### src/rtl/predMaskPkg.sv
package predMaskPkg;
  localparam int REG_W = 5;
  localparam int TAB_W = REG_W + 1;
  localparam int NUM_TAB = 1 << TAB_W;

  typedef struct packed {
    logic             isFp;
    logic [REG_W-1:0] key;
    logic [REG_W-1:0] maskReg;
    logic             inv;
    logic             zero;
  } predEntryT;

  typedef struct packed {
    logic             en;
    logic [REG_W-1:0] maskReg;
    logic             inv;
    logic             zero;
  } slotT;

  typedef struct packed {
    logic clearTable;
    logic applyEntry;
    logic entryWrite;
    logic lookupFire;
  } ctrlStrobeT;
endpackage

### src/rtl/predMaskCtrl.sv
module predMaskCtrl
  import predMaskPkg::*;
#(
  parameter int NUM_ENTRIES = 16,
  localparam int IDX_W = $clog2(NUM_ENTRIES)
) (
  input  logic             clk,
  input  logic             rstN,
  input  logic             rebuildStart,
  input  logic             wrEn,
  input  logic             lkValid,
  output logic             busy,
  output logic [IDX_W-1:0] cursor,
  output ctrlStrobeT       strobe
);
  localparam logic [IDX_W-1:0] LAST = IDX_W'(NUM_ENTRIES - 1);

  always_ff @(posedge clk or negedge rstN) begin
    if (!rstN) begin
      busy   <= 1'b0;
      cursor <= '0;
    end else if (busy) begin
      if (cursor == LAST) begin
        busy   <= 1'b0;
        cursor <= '0;
      end else begin
        cursor <= cursor + 1'b1;
      end
    end else if (rebuildStart) begin
      busy   <= 1'b1;
      cursor <= '0;
    end
  end

  always_comb begin
    strobe.clearTable = rebuildStart && !busy;
    strobe.applyEntry = busy;
    strobe.entryWrite = wrEn && !busy;
    strobe.lookupFire = lkValid && !busy;
  end
endmodule

### src/rtl/predMaskDatapath.sv
module predMaskDatapath
  import predMaskPkg::*;
#(
  parameter int XLEN = 64,
  parameter int NUM_ENTRIES = 16,
  localparam int IDX_W = $clog2(NUM_ENTRIES)
) (
  input  logic             clk,
  input  logic             rstN,
  input  ctrlStrobeT       strobe,
  input  logic [IDX_W-1:0] cursor,
  input  logic [IDX_W-1:0] wrIdx,
  input  predEntryT        wrEntry,
  input  logic             lkIsFp,
  input  logic [REG_W-1:0] lkReg,
  output logic [REG_W-1:0] intRdAddr,
  input  logic [XLEN-1:0]  intRdData,
  output logic             outValid,
  output logic [XLEN-1:0]  outMask,
  output logic             outZero
);
  predEntryT entries [NUM_ENTRIES];
  slotT      slotArr [NUM_TAB];

  always_ff @(posedge clk or negedge rstN) begin
    if (!rstN) begin
      for (int i = 0; i < NUM_ENTRIES; i++) entries[i] <= '0;
    end else if (strobe.entryWrite) begin
      entries[wrIdx] <= wrEntry;
    end
  end

  predEntryT             curEntry;
  logic      [TAB_W-1:0] applyKey;
  assign curEntry = entries[cursor];
  assign applyKey = {curEntry.isFp, curEntry.key};

  for (genvar g = 0; g < NUM_TAB; g++) begin : gSlot
    slotT slotQ;
    always_ff @(posedge clk or negedge rstN) begin
      if (!rstN) begin
        slotQ <= '0;
      end else if (strobe.clearTable) begin
        slotQ <= '0;
      end else if (strobe.applyEntry && applyKey == TAB_W'(g)) begin
        slotQ <= '{en: 1'b1, maskReg: curEntry.maskReg,
                   inv: curEntry.inv, zero: curEntry.zero};
      end
    end
    assign slotArr[g] = slotQ;
  end

  slotT            sel;
  logic [XLEN-1:0] fetched;
  assign sel       = slotArr[{lkIsFp, lkReg}];
  assign intRdAddr = sel.en ? sel.maskReg : '0;
  assign fetched   = sel.inv ? ~intRdData : intRdData;

  always_ff @(posedge clk or negedge rstN) begin
    if (!rstN) begin
      outValid <= 1'b0;
      outMask  <= '0;
      outZero  <= 1'b0;
    end else begin
      outValid <= strobe.lookupFire;
      if (strobe.lookupFire) begin
        outMask <= sel.en ? fetched : '1;
        outZero <= sel.en & sel.zero;
      end
    end
  end
endmodule

### src/rtl/predMaskLookup.sv
module predMaskLookup
  import predMaskPkg::*;
#(
  parameter int XLEN = 64,
  parameter int NUM_ENTRIES = 16,
  localparam int IDX_W = $clog2(NUM_ENTRIES)
) (
  input  logic             clk,
  input  logic             rstN,
  input  logic             wrEn,
  input  logic [IDX_W-1:0] wrIdx,
  input  logic             wrIsFp,
  input  logic [REG_W-1:0] wrKey,
  input  logic [REG_W-1:0] wrMaskReg,
  input  logic             wrInv,
  input  logic             wrZero,
  input  logic             rebuildStart,
  output logic             busy,
  input  logic             lkValid,
  input  logic             lkIsFp,
  input  logic [REG_W-1:0] lkReg,
  output logic [REG_W-1:0] intRdAddr,
  input  logic [XLEN-1:0]  intRdData,
  output logic             outValid,
  output logic [XLEN-1:0]  outMask,
  output logic             outZero
);
  ctrlStrobeT       strobe;
  logic [IDX_W-1:0] cursor;
  predEntryT        wrEntry;

  assign wrEntry = '{isFp: wrIsFp, key: wrKey, maskReg: wrMaskReg,
                     inv: wrInv, zero: wrZero};

  predMaskCtrl #(.NUM_ENTRIES(NUM_ENTRIES)) uCtrl (
    .clk(clk), .rstN(rstN), .rebuildStart(rebuildStart), .wrEn(wrEn),
    .lkValid(lkValid), .busy(busy), .cursor(cursor), .strobe(strobe)
  );

  predMaskDatapath #(.XLEN(XLEN), .NUM_ENTRIES(NUM_ENTRIES)) uDp (
    .clk(clk), .rstN(rstN), .strobe(strobe), .cursor(cursor),
    .wrIdx(wrIdx), .wrEntry(wrEntry), .lkIsFp(lkIsFp), .lkReg(lkReg),
    .intRdAddr(intRdAddr), .intRdData(intRdData), .outValid(outValid),
    .outMask(outMask), .outZero(outZero)
  );
endmodule

### config.mk
export PLATFORM = sky130hd
export DESIGN_NAME = predMaskLookup
export DESIGN_NICKNAME = d
export VERILOG_FILES = /design/src/rtl/predMaskPkg.sv /design/src/rtl/predMaskCtrl.sv /design/src/rtl/predMaskDatapath.sv /design/src/rtl/predMaskLookup.sv
export SDC_FILE = /design/constraint.sdc
export NUM_CORES = 1
export LEC_CHECK = 0
export BUFFER_PORTS_ARGS = -buffer_cell sky130_fd_sc_hd__buf_2
export CAP_MARGIN = 20
export CORE_MARGIN = 2
export CORE_UTILIZATION = 30
export CTS_CLUSTER_DIAMETER = 100
export DETAILED_ROUTE_END_ITERATION = 10
export PLACE_DENSITY_LB_ADDON = 0.08
export SYNTH_ARGS = -nofsm -noshare
export SYNTH_HDL_FRONTEND = slang
export SYNTH_SLANG_ARGS = --single-unit
### constraint.sdc
create_clock -name clk -period 3 [get_ports clk]
set_input_delay 0.3 -clock clk [delete_from_list [all_inputs] [get_ports clk]]
set_output_delay 0.3 -clock clk [all_outputs]
set_load 0.02 [all_outputs]
==> impl_results.md <==
- Setup crit start kind: flop
- Layout area overhead: 25.0%
- Wire length of the first global-routing pass: 172000 um
- Peak fanout along the critical path: 2
- RD Place Congestion: 0.783
- Capturing element type of the critical path: output pin
- Worst slew margin: 0.537
- Largest net degree at the start of global routing: 122
- Violated checks: setup timing
- IO Pins: 164
- Sink Count: 791
- Sequential area share after synthesis: 0.546
- Slew Viols, Final: 0
- Multi-input gate area: 15500 um^2
- Fin util: 0.378
- Root cell of the clock tree: clkbuf_16
- Synth unique cells: 53
- Die span in x: 352 um
- RSZ-0062 raised after global routing: yes
- DR vias: 24749
- Clk Latency, worst-skew pair: 690 ps
- H-Tree Depth: 3
- Syn_nets: 3036
- Nets: 3338
- TritonCTS Buffers: 97
- GRT Overall Usage: 0.186
- Core area: 120000 um^2
- Die Height: 352 um
- Asr flop ratio synth: 1.00
- Primary FF master, synth: dfrtp_1
- Worst-path clk slew: 60 ps
- Router iterations before antenna repair: 5
- Initial core utilization: 0.302
- Top-count cell post-synth: dfrtp_1
- Grt ovf: 0
- Post-route setup slack: -317 ps
- DRC Markers: 0
- Slew @ Worst Pin: 693 ps
- Cell taking the most area after synthesis: dfrtp_1
- Number of port buffers: 163
- Overall routed net length: 115000 um
- Post-synthesis cell area: 36200 um^2
- Initial antenna violation count: 10
- Share of cells above drive strength 1: 0.323
- Max IR drop VDD: 432 uV
- Antenna viol nets, final: 0
- Fmax: 302 MHz
- PD cells: 750 nW/um^2
- Clock Tree Buf Depth: 3
- Fin crit share: 1.11
- Number of synthesized flops with an enable pin: 0
- Setup violations, final: 5
- Minimum clock period: 3320 ps
- Iteration-0 DRC Markers: 1560
- Worst min path class: input pin to flop
- Fillers: 11601
- Cell row count: 127
- Post-synth top cells: dfrtp_1, nand3_1, nand2_1
- Setup CP Type: flop to output pin
- Wirelength per Cell: 23.2 um
- Via density: 5.01
- Leak pwr: 20.2 nW
- # Max-Cap Violations: 0
- Top cell type's share of synthesized area: 0.546
- Register area: 19800 um^2
- Synth Warn #: 0
- Syn_area_per_cell: 12.3 um^2
- Mapped Cells: 2943
- TritonCTS clock tree: done
- Critical path data required time: 2700 ps
- Synth Register Bits: 791
- Die ar.: 124000 um^2
- Hold Vio Cnt, Final: 0
- Synth area leaders: dfrtp_1, mux4_2, mux2_2
- Vias in the first global route: 26121
- Arr. time, crit path: 3020 ps
- Outcome: finished, violations left
- Total power: 34.0 mW
- Setup_tns: -1420 ps
- Post-detail-place hpwl: 75800 um
- Hold slack: 86.0 ps
- Worst Skew: 43.7 ps
[critical path, cell delays in order, from the launching register on]
cell and delay (ps):
dfrtp_1 400, mux4_2 470, mux4_2 620, mux4_2 570, nor2b_4 150, buf_6 130
[cell type report]
cell class,count,area share
diodes,1,0.0000552
clock buffers,146,0.0646
clock inverters,33,0.00887
inverters,5,0.000414
multi-input cells,1876,0.342
flip-flops and latches,791,0.437
well taps,1612,0.0445
repair buffers,474,0.103
[placed cells by master (no fill, tap or decap), drive strengths merged, types with 2 or more instances in the layout]
| master | netlist | layout |
|---|---|---|
| buf | 120 | 405 |
| nand2 | 308 | 308 |
| nor2 | 94 | 94 |
| nand3b | 2 | 2 |
| dfrtp | 791 | 791 |
| nand4 | 4 | 4 |
| clkbuf | 151 | 149 |
| mux2 | 211 | 211 |
| mux2i | 144 | 144 |
| a21oi | 67 | 67 |
| nor2b | 20 | 20 |
| nand2b | 15 | 15 |
| and3 | 4 | 4 |
| a311oi | 2 | 2 |
| nand3 | 341 | 341 |
| inv | 5 | 8 |
| mux4 | 210 | 210 |
| or2 | 4 | 4 |
| nor4 | 2 | 2 |
| xor2 | 64 | 64 |
| a31oi | 6 | 6 |
| a22oi | 7 | 7 |
| nor3 | 4 | 4 |
| clkinv | 0 | 22 |
| bufinv | 0 | 7 |
| a21o | 14 | 14 |
| dlygate4sd3 | 0 | 66 |
| and2 | 4 | 4 |
| o21ai | 337 | 337 |
[sequential cells by signal, summed over array words and instances (netlist names)]
signal and count:
uDp.entries 208, uDp.gSlot.slotQ 512, uCtrl.cursor 4, uDp.outZero 1, uDp.outValid 1, uDp.outMask 64
uCtrl.busy 1
[metal layers]
| layer | up-vias | part of all wire | GRT usage |
|---|---|---|---|
| li1 | 11207 | - | - |
| met1 | 12860 | 0.44 | 0.241 |
| met2 | 489 | 0.49 | 0.316 |
| met3 | 187 | 0.042 | 0.0344 |
| met4 | 6 | 0.028 | 0.0544 |
| met5 | - | 0.00042 | 0 |
[per-stage QoR]
step | setup WS, ps | std cells | cell area, um^2
CTS | -356 | 4923 | 44900
finish | -317 | 4938 | 45300
floorplan | 20.0 | 2943 | 36200
detailed placement | -190 | 4671 | 40800
global placement | -164 | 4671 | 40800
global route | -399 | 4938 | 45300
[path summary, 6_finish.rpt]
path,start,to,slack (ps),cells past startpoint
worst min-delay path,wrMaskReg[1],uDp.entries[133],90,2
worst max-delay path,uDp.gSlot[56].slotQ[3],intRdAddr[1],-320,5
max in group asynchronous,rstN,uDp.entries[19],1680,3
min in group asynchronous,rstN,uDp.gSlot[35].slotQ[6],190,2
worst max register to register,uCtrl.cursor[0],uDp.gSlot[35].slotQ[0],60,10
worst min register to register,uDp.gSlot[2].slotQ[7],uDp.gSlot[2].slotQ[7],470,2
[report_power, final]
group	total, mW	internal, mW	switching [mW]	leakage, nW
sequential	13.1	12.2	0.861	10.7
combinational	8.79	3.71	5.08	7.93
clock	12.1	7.33	4.78	1.65
[what timing repair did]
item	CTS	global route
resized for setup	14	55
setup endpoints to repair	94	253
pin swaps	0	15
setup buffers	7	14
gates cloned	0	3
hold buffers	66	0
endpoints found under the hold margin	97	0
[cell families (layout without fill, tap and decap cells)]
family          after synthesis  after routing  share of synthesized area
buf+inv                     276            658                     0.0327
other cells                   0              1                          0
xor+xnor                     64             64                     0.0155
flops                       791            791                      0.546
mux                         565            565                      0.236
fa+ha+maj                     1              1                   0.000345
compound gates              440            440                     0.0632
simple gates                806            806                      0.106
Note: power is estimated with default switching activity, not from simulation.
